File: src/rtl/rbd_pkg.sv
package rbd_pkg;
    localparam int CH_N    = 2;
    localparam int RK_N    = 4;
    localparam int BND_W   = 8;
    localparam int CODE_W  = 3;
    localparam int RK_W    = $clog2(RK_N);
    localparam int IDX_W   = $clog2(CH_N * RK_N);
    localparam int LIM_W   = BND_W + 1;
    localparam int PAIR_N  = RK_N / 2;

    typedef logic [CH_N-1:0][RK_N-1:0][BND_W-1:0] bnd_arr_t;
    typedef logic [CH_N-1:0][PAIR_N-1:0][7:0]     attr_arr_t;
    typedef logic [CH_N*RK_N-1:0][LIM_W-1:0]      lim_arr_t;

    typedef enum logic [CODE_W-1:0] {
        PG_EMPTY = 3'b000,
        PG_4K    = 3'b010,
        PG_8K    = 3'b011,
        PG_16K   = 3'b100
    } page_code_e;

    typedef struct packed {
        logic [RK_W-1:0]   rank;
        logic              chan;
        logic [CODE_W-1:0] page;
        logic              il;
        logic              oor;
        logic              cfg_err;
    } rsp_t;

    function automatic logic code_is_reserved(input logic [CODE_W-1:0] c);
        return !(c == PG_EMPTY || c == PG_4K || c == PG_8K || c == PG_16K);
    endfunction

    function automatic logic [CODE_W-1:0] field_of(input logic [7:0] b, input logic odd);
        return odd ? b[6:4] : b[2:0];
    endfunction
endpackage

File: src/rtl/rbd_mode_detect.sv
module rbd_mode_detect
    import rbd_pkg::*;
(
    input  bnd_arr_t  bnd,
    input  attr_arr_t attr,
    output logic      interleaved
);
    logic [RK_N-1:0]   bnd_eq;
    logic [PAIR_N-1:0] attr_eq;

    for (genvar r = 0; r < RK_N; r++) begin : g_bnd
        assign bnd_eq[r] = (bnd[0][r] == bnd[1][r]);
    end

    for (genvar p = 0; p < PAIR_N; p++) begin : g_attr
        assign attr_eq[p] = (field_of(attr[0][p], 1'b0) == field_of(attr[1][p], 1'b0)) &&
                            (field_of(attr[0][p], 1'b1) == field_of(attr[1][p], 1'b1));
    end

    assign interleaved = (&bnd_eq) && (&attr_eq);
endmodule

File: src/rtl/rbd_limit_gen.sv
module rbd_limit_gen
    import rbd_pkg::*;
(
    input  bnd_arr_t         bnd,
    input  logic             interleaved,
    output lim_arr_t         lim,
    output logic [LIM_W-1:0] top
);
    logic [LIM_W-1:0] ch0_top;
    assign ch0_top = LIM_W'(bnd[0][RK_N-1]);

    for (genvar c = 0; c < CH_N; c++) begin : g_ch
        for (genvar r = 0; r < RK_N; r++) begin : g_rk
            if (c == 0) begin : g_first
                assign lim[r] = interleaved ? {bnd[0][r], 1'b0} : LIM_W'(bnd[0][r]);
            end else begin : g_stack
                // zero limit never matches, so stacked entries drop out when interleaved
                assign lim[c*RK_N + r] = interleaved ? '0 : ch0_top + LIM_W'(bnd[c][r]);
            end
        end
    end

    assign top = interleaved ? lim[RK_N-1] : lim[CH_N*RK_N-1];
endmodule

File: src/rtl/rbd_rank_search.sv
module rbd_rank_search
    import rbd_pkg::*;
(
    input  logic [LIM_W-1:0] unit,
    input  lim_arr_t         lim,
    output logic             hit,
    output logic [IDX_W-1:0] idx
);
    logic [CH_N*RK_N-1:0] below;

    for (genvar k = 0; k < CH_N*RK_N; k++) begin : g_cmp
        assign below[k] = (unit < lim[k]);
    end

    always_comb begin
        idx = '0;
        for (int k = CH_N*RK_N-1; k >= 0; k--) begin
            if (below[k]) idx = IDX_W'(k);
        end
        hit = |below;
    end
endmodule

File: src/rtl/rbd_decoder.sv
module rbd_decoder
    import rbd_pkg::*;
#(
    parameter int ADDR_W   = 33,
    parameter int UNIT_LSB = 25,
    parameter int IL_BIT   = 7
) (
    input  logic                         clk,
    input  logic                         rst,
    input  logic [CH_N*RK_N*BND_W-1:0]   cfg_bound,
    input  logic [CH_N*PAIR_N*8-1:0]     cfg_attr,
    input  logic                         req_valid,
    input  logic [ADDR_W-1:0]            req_addr,
    output logic                         rsp_valid,
    output logic [RK_W-1:0]              rsp_rank,
    output logic                         rsp_chan,
    output logic [CODE_W-1:0]            rsp_page,
    output logic                         rsp_interleaved,
    output logic                         rsp_out_of_range,
    output logic                         rsp_cfg_err
);
    localparam int UNIT_W = ADDR_W - UNIT_LSB;

    bnd_arr_t         bnd;
    attr_arr_t        attr;
    logic             il;
    lim_arr_t         lim;
    logic [LIM_W-1:0] top;
    logic [LIM_W-1:0] unit;
    logic             hit;
    logic [IDX_W-1:0] idx;
    rsp_t             nxt, cur;

    assign bnd  = cfg_bound;
    assign attr = cfg_attr;
    assign unit = LIM_W'(req_addr[ADDR_W-1 -: UNIT_W]);

    rbd_mode_detect u_mode (.bnd(bnd), .attr(attr), .interleaved(il));
    rbd_limit_gen   u_lim  (.bnd(bnd), .interleaved(il), .lim(lim), .top(top));
    rbd_rank_search u_srch (.unit(unit), .lim(lim), .hit(hit), .idx(idx));

    logic              sel_chan;
    logic [RK_W-1:0]   sel_rank;
    logic [CODE_W-1:0] sel_code;

    always_comb begin
        sel_rank = idx[RK_W-1:0];
        sel_chan = il ? req_addr[IL_BIT] : idx[IDX_W-1];
        sel_code = field_of(attr[sel_chan][sel_rank[RK_W-1]], sel_rank[0]);

        nxt = '0;
        nxt.il = il;
        if (hit && unit < top) begin
            nxt.rank    = sel_rank;
            nxt.chan    = sel_chan;
            nxt.page    = sel_code;
            nxt.cfg_err = code_is_reserved(sel_code);
        end else begin
            nxt.oor = 1'b1;
        end
    end

    always_ff @(posedge clk) begin
        if (rst) begin
            rsp_valid <= 1'b0;
            cur       <= '0;
        end else begin
            rsp_valid <= req_valid;
            if (req_valid) cur <= nxt;
        end
    end

    assign rsp_rank         = cur.rank;
    assign rsp_chan         = cur.chan;
    assign rsp_page         = cur.page;
    assign rsp_interleaved  = cur.il;
    assign rsp_out_of_range = cur.oor;
    assign rsp_cfg_err      = cur.cfg_err;
endmodule

File: config.mk
export PLATFORM = sky130hd
export DESIGN_NAME = rbd_decoder
export DESIGN_NICKNAME = d
export VERILOG_FILES = /design/src/rtl/rbd_pkg.sv /design/src/rtl/rbd_mode_detect.sv /design/src/rtl/rbd_limit_gen.sv /design/src/rtl/rbd_rank_search.sv /design/src/rtl/rbd_decoder.sv
export SDC_FILE = /design/constraint.sdc
export NUM_CORES = 1
export LEC_CHECK = 0
export ABC_AREA = 1
export BUFFER_PORTS_ARGS = -buffer_cell sky130_fd_sc_hd__buf_2
export CAP_MARGIN = 30
export CORE_MARGIN = 4
export CORE_UTILIZATION = 35
export CTS_BUF_LIST = sky130_fd_sc_hd__clkbuf_16
export DETAILED_ROUTE_END_ITERATION = 12
export RECOVER_POWER = 25
export SLEW_MARGIN = 20
export SYNTH_ARGS = -nofsm -noshare
export SYNTH_HDL_FRONTEND = slang
export SYNTH_SLANG_ARGS = --single-unit
File: constraint.sdc
create_clock -name clk -period 4.8 [get_ports clk]
set_input_delay 0.72 -clock clk [delete_from_list [all_inputs] [get_ports clk]]
set_output_delay 0.72 -clock clk [all_outputs]
set_load 0.01 [all_outputs]
* Yosys cells after proc, flatten, opt, wreduce, memory -nomap -nowiden
Cells that the tools add are included.
** Storage, ports and cells
- Flip-flop bits (word level) :: 10
- Output and inout port bits :: 10
- Word-level logic and storage cells :: 71
** Operators by class
- Add/subtract/negate cells :: 4
- Magnitude comparators :: 11
- Equal/unequal tests :: 11
- Muxes and demuxes :: 26
- Reduce and logical (&&, ||, !) cells :: 12
** Operators by type and width (count)
- < comparator 8 x 9 -> 1 bit :: 9
- two-way mux 9 bit :: 9
- adder 8 x 8 -> 9 bit :: 4
- == test 8 bit :: 4
- two-way mux 15 bit :: 2
- two-way mux 3 bit :: 9
- two-way mux 7 bit :: 2
- == test 3 bit :: 4
- OR reduction 8 bit :: 1
- == test 3 x 2 -> 1 bit, second input constant :: 2
- two-way mux 6 bit :: 1
- logical AND 1 bit :: 4
- < comparator 1 x 2 -> 1 bit, second input constant :: 2
- AND reduction 4 bit :: 1
- == test 3 bit, second input constant :: 1
- zero test 3 bit :: 1
- logical OR 1 bit :: 3
- two-way mux 1 bit :: 3
- AND reduction 2 bit :: 1
- zero test 1 bit :: 1

* Logic depth before layout (Yosys ltp)
Gate-level depths: netlist (run 1).
- Depth after elaboration :: 26
- Depth in mapped cells :: 35
- Mapped depth without buffers :: 33

* Hierarchy
Synthesis (run 1) repeated with hierarchy kept, for this count alone.
** Second synthesis, totals
- Cells, all modules :: 935
- Area total of the unflattened synthesis :: 5265.0 um2
** By module, submodules not included
- rbd_limit_gen :: times used 1, cells an instance 377, area an instance 1944.4 um2, seq. area each 0.0 um2
- rbd_rank_search :: times used 1, cells an instance 291, area an instance 1806.7 um2, seq. area each 0.0 um2
- rbd_decoder :: times used 1, cells an instance 158, area an instance 909.6 um2, seq. area each 200.2 um2
- rbd_mode_detect :: times used 1, cells an instance 109, area an instance 604.3 um2, seq. area each 0.0 um2

* Worst setup path after synthesis (run 1)
Ideal clock, no wire load.
- Path type :: input -> register
- Start :: input cfg_bound[31]
- End :: register cur (netlist bit rsp_cfg_err)
- Library setup time :: 0.113 ns
- Arrival :: 4.029 ns
- Data required time :: 4.687 ns
- Setup slack :: 0.658 ns
- Stages on the path :: 32
- Path buffers :: 3
- Path through :: ha_1 > nor2_1 > nand3_1 > nor2_1 > nand2_1 > nor2_1 > nand2_2 > nor2_4 > clkbuf_1 > clkbuf_1 > nand2_1 > o21ai_0 > ha_1 > a21oi_1 > nor3_1 > a211oi_1 > nand2_1 > nand2_1 > nand2_1 > o21ai_2 > nor2_4 > nand2_2 > nand2_2 > buf_6 > nand3_1 > nand3_1 > nand2_1 > nand2_1 > nand2_2 > nand2_1 > nand3_1 > nand2_1
** Between the ends
- Word-level cells in the longest chain between the ends :: 25
** Ends and longest elaborated chain
- start, declared :: RTL line rbd_decoder.sv:10 : input logic [CH_N*RK_N*BND_W-1:0] cfg_bound,
- parallel branches: the longest is 24 deep, another holds adder 8 x 8 -> 9 bit
- two-way mux 1 bit * :: RTL line rbd_decoder.sv:53 : if (hit && unit < top) begin
- end signal, assigned :: RTL line rbd_decoder.sv:69 : if (req_valid) cur <= nxt;
- end, declared :: RTL line rbd_decoder.sv:32 : rsp_t nxt, cur;
Mark *: on every way between the ends. The select of a mux whose other input is x is not followed.
A chain may end at the register's enable or synchronous reset.

* Final worst setup path (run 1)
Ends and elaborated chain as after synthesis.

==> results of run 1 <==
[routing by layer]
metal  up-vias  wire length, um  GRT usage, %
li1       2954                -             -
met1      2429             7430          26.7
met2       121             7590          34.3
met3        20              712          1.45
met4         2              250          3.57
met5         -               10             0
[Yosys cell counts, types with 2 or more instances]
| cell | count |
|---|---|
| sky130_fd_sc_hd__a211oi_1 | 4 |
| sky130_fd_sc_hd__a21oi_1 | 52 |
| sky130_fd_sc_hd__a31oi_1 | 5 |
| sky130_fd_sc_hd__and2_1 | 2 |
| sky130_fd_sc_hd__buf_4 | 2 |
| sky130_fd_sc_hd__clkbuf_1 | 11 |
| sky130_fd_sc_hd__dfxtp_1 | 10 |
| sky130_fd_sc_hd__fa_1 | 4 |
| sky130_fd_sc_hd__ha_1 | 95 |
| sky130_fd_sc_hd__inv_1 | 125 |
| sky130_fd_sc_hd__inv_2 | 13 |
| sky130_fd_sc_hd__nand2_1 | 226 |
| sky130_fd_sc_hd__nand2_2 | 9 |
| sky130_fd_sc_hd__nand3_1 | 57 |
| sky130_fd_sc_hd__nand3_2 | 8 |
| sky130_fd_sc_hd__nand3b_1 | 4 |
| sky130_fd_sc_hd__nand4_1 | 4 |
| sky130_fd_sc_hd__nor2_1 | 70 |
| sky130_fd_sc_hd__nor2_2 | 3 |
| sky130_fd_sc_hd__nor2_4 | 3 |
| sky130_fd_sc_hd__nor3_1 | 10 |
| sky130_fd_sc_hd__o21ai_0 | 62 |
| sky130_fd_sc_hd__o21ai_1 | 9 |
| sky130_fd_sc_hd__o21ai_2 | 2 |
| sky130_fd_sc_hd__o21bai_1 | 8 |
| sky130_fd_sc_hd__o31ai_1 | 2 |
| sky130_fd_sc_hd__or2_2 | 8 |
| sky130_fd_sc_hd__xnor2_1 | 7 |
| sky130_fd_sc_hd__xor2_1 | 5 |
[cell families (layout without fill, tap and decap cells)]
logic type | count (synthesis) | count (layout) | share of synthesized area (%)
compound gates | 152 | 152 | 17.5
buf+inv | 153 | 269 | 12.3
fa+ha+maj | 99 | 99 | 26.3
xor+xnor | 12 | 12 | 2.18
flops | 10 | 10 | 4.15
simple gates | 408 | 408 | 37.6
[final cells by class]
cell class                 count  area [um^2]  share of cell area, %
sequential                    10          200                   3.49
clock buffer                   3         75.1                   1.31
multi-input combinational    671         4030                   70.3
inverter                     139          523                   9.11
timing repair buffer         127          688                   12.0
tap                          176          220                   3.84
[registers in the layout, summed over array words and instances, names as in the netlist]
register,cells
rsp_page,3
rsp_rank,2
rsp_cfg_err,1
rsp_chan,1
rsp_interleaved,1
rsp_out_of_range,1
rsp_valid,1
[repair_timing]
item | 4_1_cts | 5_1_grt
resized for setup | 0 | 1
endpoints found under the setup margin | 0 | 1
hold buffers | 0 | 0
[cells in the final DEF (no fill, tap or decap), types with 3 or more instances in the layout]
cell                        synthesis  final
sky130_fd_sc_hd__a31oi_1            5      5
sky130_fd_sc_hd__buf_4              2     17
sky130_fd_sc_hd__a211oi_1           4      4
sky130_fd_sc_hd__inv_1            125    125
sky130_fd_sc_hd__ha_1              95     95
sky130_fd_sc_hd__clkbuf_16          0      3
sky130_fd_sc_hd__o21ai_0           62     62
sky130_fd_sc_hd__nand3_2            8      8
sky130_fd_sc_hd__buf_2              0    105
sky130_fd_sc_hd__fa_1               4      4
sky130_fd_sc_hd__nand3_1           57     57
sky130_fd_sc_hd__nor2_4             3      3
sky130_fd_sc_hd__nand4_1            4      4
sky130_fd_sc_hd__nor2_1            70     70
sky130_fd_sc_hd__nor3_1            10     10
sky130_fd_sc_hd__a21oi_1           52     52
sky130_fd_sc_hd__o21ai_1            9      9
sky130_fd_sc_hd__xor2_1             5      5
sky130_fd_sc_hd__clkbuf_1          11      4
sky130_fd_sc_hd__nand3b_1           4      4
sky130_fd_sc_hd__nor2_2             3      3
sky130_fd_sc_hd__nand2_2            9      8
sky130_fd_sc_hd__inv_2             13     13
sky130_fd_sc_hd__or2_2              8      8
sky130_fd_sc_hd__o21bai_1           8      8
sky130_fd_sc_hd__xnor2_1            7      7
sky130_fd_sc_hd__dfxtp_1           10     10
sky130_fd_sc_hd__nand2_1          226    226
[critical path: cells and delay by family]
kind / cells / cell delay [ns]
AND/OR/NAND/NOR: 24 / 2.21
buffers and inverters: 4 / 0.50
AO/OA/AOI/OAI: 4 / 0.42
adder cells (fa/ha/maj): 2 / 0.58
[where the power goes]
part / total, mW / internal, mW / switching [mW] / leakage [nW]
combinational: 0.603 / 0.242 / 0.361 / 3.23
sequential: 0.0949 / 0.0910 / 0.00390 / 0.0819
clock: 0.143 / 0.108 / 0.0353 / 0.0370
total: 0.841 / 0.441 / 0.400 / 3.35
[final timing paths]
check / startpoint / end / slack [ns] / cells after the start
setup / recovery: cfg_bound[31] / rsp_cfg_err$_SDFFE_PP0P_ / 0.46 / 34
hold / removal: rsp_cfg_err$_SDFFE_PP0P_ / rsp_cfg_err$_SDFFE_PP0P_ / 0.45 / 2
setup reg to reg: rsp_rank[1]$_SDFFE_PP0P_ / rsp_rank[1]$_SDFFE_PP0P_ / 4.19 / 1
hold reg to reg: rsp_cfg_err$_SDFFE_PP0P_ / rsp_cfg_err$_SDFFE_PP0P_ / 0.45 / 2
[stage by stage]
step	instances	hold WS (ns)	power [mW]	setup WS [ns]
floorplan	834	0.476	0.500	0.658
CTS	1126	0.453	0.844	0.422
detailed placement	1123	0.446	0.697	0.202
global placement	1123	0.438	0.691	0.232
global route	1126	0.482	0.938	0.00853
finish	1126	0.452	0.841	0.460
==> impl_summary.txt, run 1 <==
----------------------------------------------------
[STA]
  Final number of hold-violating endpoints ... 0
  Number of max-slew violations in the final report ... 0
  Min Clock Period, post-route ... roughly 4.3 ns
  Setup repair after global routing missed its margin ... false
  Post-route setup TNS ... 0 ns
  Max Fclk ... 230 MHz
  Final setup vio count ... 0
  Least-Margin Pin Slew ... 0.482 ns
  Part of the cycle the worst path needs ... approximately 90%
  Skew final ... 0 ns
  Relative slew slack ... between 60% and 70%

[Status]
  Status ... finished clean

[Setup path]
  Cell with the largest stage delay on the worst path ... sky130_fd_sc_hd__ha_1
  Nature of the critical path endpoint ... flop
  Startpoint class of the critical path ... primary input
  Data arrival time at the worst-slack endpoint ... between 4 and 5 ns
  CP Max Fanout ... 29
  Delay of the slowest cell on the worst path ... 0.36 ns
  Data required time of the critical path ... ~4.9 ns
  Most used cell along the critical path ... sky130_fd_sc_hd__nand2_1
  Kind of critical path ... in2reg

[Cells and area]
  FILL cells ... ~1600
  ANT cells ... 0
  Area growth syn-to-layout ... 19.1%
  Share of the core filled with cells in the final layout ... a little over two fifths
  Total non-filler cell area in the finished layout ... ~0.0057 mm^2
  Share of cells above drive strength 1 ... about a fifth
  Final net count ... ~1200

[Logic synthesis]
  Syn_area_per_cell ... just under 6 um^2
  Number of synthesized register bits ... 10
  Fraction of registers with async set or reset after synthesis ... 0%
  Post-synthesis cell type with the largest combined area ... sky130_fd_sc_hd__ha_1
  Fraction of post-synthesis cell area in the top cell type by area ... ~25%
  Library cells used by synthesis ... 43
  Synthesized instance count ... 834
  Syn nets ... 1065
  Post-synthesis sequential area ratio ... slightly above 4%
  Post-synth EDFFs ... 0
  Main area contributors after synthesis ... sky130_fd_sc_hd__ha_1, sky130_fd_sc_hd__nand2_1, sky130_fd_sc_hd__inv_1, sky130_fd_sc_hd__o21ai_0, sky130_fd_sc_hd__nand3_1
  Synthesized area ... a little under 0.005 mm^2
  Flip-flop cell with the highest count after synthesis ... sky130_fd_sc_hd__dfxtp_1
  Synth Warn # ... 0

[GRT]
  Global-route usage over all layers ... between 10% and 20%
  Congestion Overflow GR ... 0
  Via count of the first global-routing pass ... between 5000 and 6000
  First-pass GRT wire length ... approximately 25000 um
  Antenna violations before repair ... 1
  Largest net degree at the start of global routing ... 34

[Routing]
  Remaining antenna violation count after routing ... 0
  Final routed DRC violation total ... 0
  Number of design-rule violations left by the first detailed-router iteration ... around 300
  Average wire per cell in the routed design ... ~14 um
  Total wire length ... between 15000 and 20000 um
  DR vias/cell ... just under 5
  Drt first pass iters ... 5
  Via count ... between 5000 and 6000

[Clock tree]
  Clock input transition at the sequential cells of the worst setup and hold paths ... ~0.04 ns
  Cts bufs inserted ... 3
  Maximum level of the CTS H-tree ... 1
  Number of buffers on the longest clock path ... 2
  Clk_lat worst skew ... approximately 0.23 ns
  Post-CTS setup repair buffer count ... 0
  CTS tree ... done
  Clock tree root buffer cell ... sky130_fd_sc_hd__clkbuf_16
  CTS sink cnt ... 10

[Run]
  Max capacitance violation total ... 0

[Die]
  Number of cell rows ... between 40 and 50
  Die W ... 125 um
  Initial core utilization ... between 30 and 40%
  DIE AREA ... 0.0157 mm^2
  Number of top-level design ports ... between 100 and 150
  Area of the placeable core ... about 0.013 mm^2
  Height of the die ... ~130 um

[Worst hold path]
  Path category of the worst min-delay check ... reg2reg

[Power and ir drop]
  Peak ir drop on the vdd network ... 0.134 mV
  Reported leakage power ... ~3.3 nW
  Pwr per Cell Area ... between 100 and 150 mW/mm^2

[Placed design]
  Placed inst area ... 0.00567 mm^2
  Final HPWL DP ... 13800 um
  Count of input and output buffers ... approximately 110
  Final weighted congestion of routability-driven global placement ... slightly below 0.9

----------------------------------------------------
Power figures use the tool's default switching activity.
==> inputs of run 2 (changes only) <==
--- a/config.mk
+++ b/config.mk
@@ -5,13 +5,13 @@
 export SDC_FILE = /design/constraint.sdc
 export NUM_CORES = 1
 export LEC_CHECK = 0
-export ABC_AREA = 1
 export BUFFER_PORTS_ARGS = -buffer_cell sky130_fd_sc_hd__buf_2
 export CAP_MARGIN = 30
 export CORE_MARGIN = 4
 export CORE_UTILIZATION = 35
 export CTS_BUF_LIST = sky130_fd_sc_hd__clkbuf_16
 export DETAILED_ROUTE_END_ITERATION = 12
+export GPL_TIMING_DRIVEN = 0
 export RECOVER_POWER = 25
 export SLEW_MARGIN = 20
 export SYNTH_ARGS = -nofsm -noshare
==> impl_summary.txt, run 2 <==
----------------------------------------------------
[Worst hold path]
  Path category of the worst min-delay check ... reg2reg

[Routing]
  Remaining antenna violation count after routing ... 0
  Via count ... 5253
  Total wire length ... 18100 um
  Drt first pass iters ... 4
  Average wire per cell in the routed design ... 20.3 um
  Final routed DRC violation total ... 0
  DR vias/cell ... roughly 5.9
  Number of design-rule violations left by the first detailed-router iteration ... between 200 and 250

[GRT]
  Antenna violations before repair ... 1
  Met3 GRT Util ... 3.50%
  Congestion Overflow GR ... 0
  Most utilized layer in the global route result ... met2
  Via count of the first global-routing pass ... about 5400
  Met1 Track Usage GR ... between 20% and 30%
  Largest net degree at the start of global routing ... 11
  Global-route usage over all layers ... 23.5%
  Met2 layer usage reported by global route ... around two fifths
  First-pass GRT wire length ... around 28000 um

[Setup path]
  Data required time of the critical path ... just under 5 ns
  Delay of the slowest cell on the worst path ... approximately 0.56 ns
  Buffer and inverter count on the worst path ... 4
  CP Max Fanout ... 8
  Data arrival time at the worst-slack endpoint ... slightly below 6 ns
  Family of cells with the greatest summed delay on the critical path ... simple AND/OR/NAND/NOR gates
  Nature of the critical path endpoint ... flop
  Cell with the largest stage delay on the worst path ... sky130_fd_sc_hd__or4_4
  Cell Chain, Critical Path ... buf_12, ha_4, nor4_4, nand4_1, or4_4, or3_4, clkbuf_16, clkbuf_16, nand2_4, ha_4, a21oi_2, o21a_2, a221o_1, or2_4, a2111oi_4, a311oi_4, o21ai_4, buf_6, mux4_2, mux2_4, o211ai_2, a31oi_1
  Kind of critical path ... in2reg
  Startpoint class of the critical path ... primary input

[Logic synthesis]
  Leading cell type by number of instances after synthesis ... sky130_fd_sc_hd__ha_1
  Synth Warn # ... 0
  Post-synthesis cell type with the largest combined area ... sky130_fd_sc_hd__ha_1
  Flip-flop cell with the highest count after synthesis ... sky130_fd_sc_hd__dfxtp_1
  Library cells used by synthesis ... 64
  Synthesized instance count ... 564
  Fraction of registers with async set or reset after synthesis ... 0%
  Most frequent cells after synthesis ... sky130_fd_sc_hd__ha_1, sky130_fd_sc_hd__a21oi_1, sky130_fd_sc_hd__nand2_1
  Synthesized area ... roughly 0.0046 mm^2
  Post-synth EDFFs ... 0
  Number of synthesized register bits ... 10
  Fraction of post-synthesis cell area in the top cell type by area ... between 20% and 30%
  Syn_area_per_cell ... 8.12 um^2
  Syn nets ... a little under 800
  Main area contributors after synthesis ... sky130_fd_sc_hd__ha_1, sky130_fd_sc_hd__mux2i_1, sky130_fd_sc_hd__xor2_1, sky130_fd_sc_hd__a21o_1, sky130_fd_sc_hd__xnor2_1
  Post-synthesis sequential area ratio ... approximately 4.4%

[Die]
  Number of top-level design ports ... 142
  Initial core utilization ... a little over a third
  Number of cell rows ... slightly above 40
  Die W ... around 120 um
  DIE AREA ... roughly 0.015 mm^2
  Height of the die ... approximately 120 um
  Area of the placeable core ... between 0.01 and 0.015 mm^2

[Clock tree]
  CTS sink cnt ... 10
  Number of buffers on the longest clock path ... 2
  Clk_lat worst skew ... ~0.23 ns
  CTS tree ... done
  Clock input transition at the sequential cells of the worst setup and hold paths ... approximately 0.040 ns
  Cts bufs inserted ... 3
  Clock tree root buffer cell ... sky130_fd_sc_hd__clkbuf_16
  Maximum level of the CTS H-tree ... 1

[Power and ir drop]
  Peak ir drop on the vdd network ... approximately 0.11 mV
  Pwr per Cell Area ... between 150 and 200 mW/mm^2
  Reported leakage power ... about 3.2 nW

[Cells and area]
  Flip-flop count of the largest register after layout ... 3
  Final net count ... about 950
  Total non-filler cell area in the finished layout ... between 0.006 and 0.007 mm^2
  Leading cell types in the layout, fill and taps excluded ... sky130_fd_sc_hd__buf_2, sky130_fd_sc_hd__ha_1, sky130_fd_sc_hd__buf_4
  Share of cells above drive strength 1 ... 34.2%
  Most frequent standard cell in the layout excluding fill and tap cells ... sky130_fd_sc_hd__buf_2
  Share of the core filled with cells in the final layout ... approximately half
  Area growth syn-to-layout ... 43.0%

[Status]
  Status ... finished with violations
  Violated checks ... setup timing

[Placed design]
  Placed inst area ... 0.00560 mm^2
  Final HPWL DP ... between 10000 and 15000 um
  Count of input and output buffers ... ~110
  Final weighted congestion of routability-driven global placement ... between 0.9 and 1
  Post-placement setup slack ... -2.10 ns

[STA]
  Final setup vio count ... 8
  Final Worst Setup Slack ... -0.878 ns
  Setup repair after global routing missed its margin ... true
  Skew final ... 0 ns
  Max Fclk ... roughly 180 MHz
  Post-route worst hold slack ... between 0.4 and 0.5 ns
  Min Clock Period, post-route ... approximately 5.7 ns
  Number of max-slew violations in the final report ... 0
  Final number of hold-violating endpoints ... 0
  Least-Margin Pin Slew ... a little under 0.6 ns
  Part of the cycle the worst path needs ... 118%
  Relative slew slack ... between 60% and 70%

[Run]
  Max capacitance violation total ... 0

----------------------------------------------------
run 2: cell count changes after synthesis, sizes merged, moves of 25 or more:
| cell | delta |
|---|---|
| nor2 | -55 |
| inv | -117 |
| o21ai | -58 |
| xor2 | +25 |
| mux2i | +33 |
| a21o | +31 |
| nand2 | -198 |
| nand3 | -56 |
run 2: power by group:
group          internal, mW  switching, mW  total (mW)
clock network         0.109         0.0395       0.149
registers            0.0902        0.00270      0.0929
logic                 0.420          0.474       0.894
run 2: final timing paths:
kind / from / endpoint / slack, ns / cells past startpoint
max: cfg_bound[27] / rsp_cfg_err$_SDFFE_PP0P_ / -0.88 / 22
min: rsp_page[1]$_SDFFE_PP0P_ / rsp_page[1]$_SDFFE_PP0P_ / 0.47 / 2
max reg2reg: rsp_page[2]$_SDFFE_PP0P_ / rsp_page[2]$_SDFFE_PP0P_ / 4.07 / 3
min reg2reg: rsp_page[1]$_SDFFE_PP0P_ / rsp_page[1]$_SDFFE_PP0P_ / 0.47 / 2
run 2: area by class of cell:
class,count,area (um^2)
Fill cell,1269,6170
Multi-Input combinational cell,519,4800
Timing Repair Buffer,154,1030
Tap cell,172,215
Sequential cell,10,200
Buffer,11,143
Inverter,21,78.8
Clock buffer,3,75.1
Clock inverter,1,3.75
Antenna cell,1,2.50
run 2: cells by family after synthesis:
| kind of cell | after synthesis | synth area share, % |
|---|---|---|
| AOI/OAI and AO/OA | 178 | 28.2 |
| muxes | 39 | 9.26 |
| xor gates and xnor gates | 56 | 10.7 |
| adders and majority gates | 99 | 27.7 |
| and+or+nand+nor | 147 | 16.7 |
| DFF | 10 | 4.37 |
| buffers and inverters | 35 | 3.06 |
run 2: metrics by stage:
step / setup TNS (ns) / power (mW) / cells
floorplan: -4.77 / 0.596 / 564
global placement: -13.91 / 0.800 / 844
detailed placement: -14.84 / 0.823 / 844
CTS: -6.00 / 1.07 / 878
global route: -6.63 / 1.23 / 892
finish: -4.94 / 1.14 / 892
run 2: timing repair:
| item | CTS | global route |
|---|---|---|
| endpoints found under the setup margin | 8 | 8 |
| gates resized for setup | 82 | 34 |
| gates cloned | 1 | 0 |
| pin swaps | 36 | 26 |
| hold buffers | 0 | 0 |
| buffers inserted | 31 | 15 |
run 2: tightest hold or removal path, stage by stage (launching register included):
cell                       delay, ns
sky130_fd_sc_hd__dfxtp_1        0.30
sky130_fd_sc_hd__nand2b_1       0.06
sky130_fd_sc_hd__a21oi_1        0.06
run 2: metal layers:
metal	up-vias	share of wire (%)
met5	-	0
met4	0	3.7
met3	45	6.7
met2	167	47
met1	2530	43
li1	2511	-
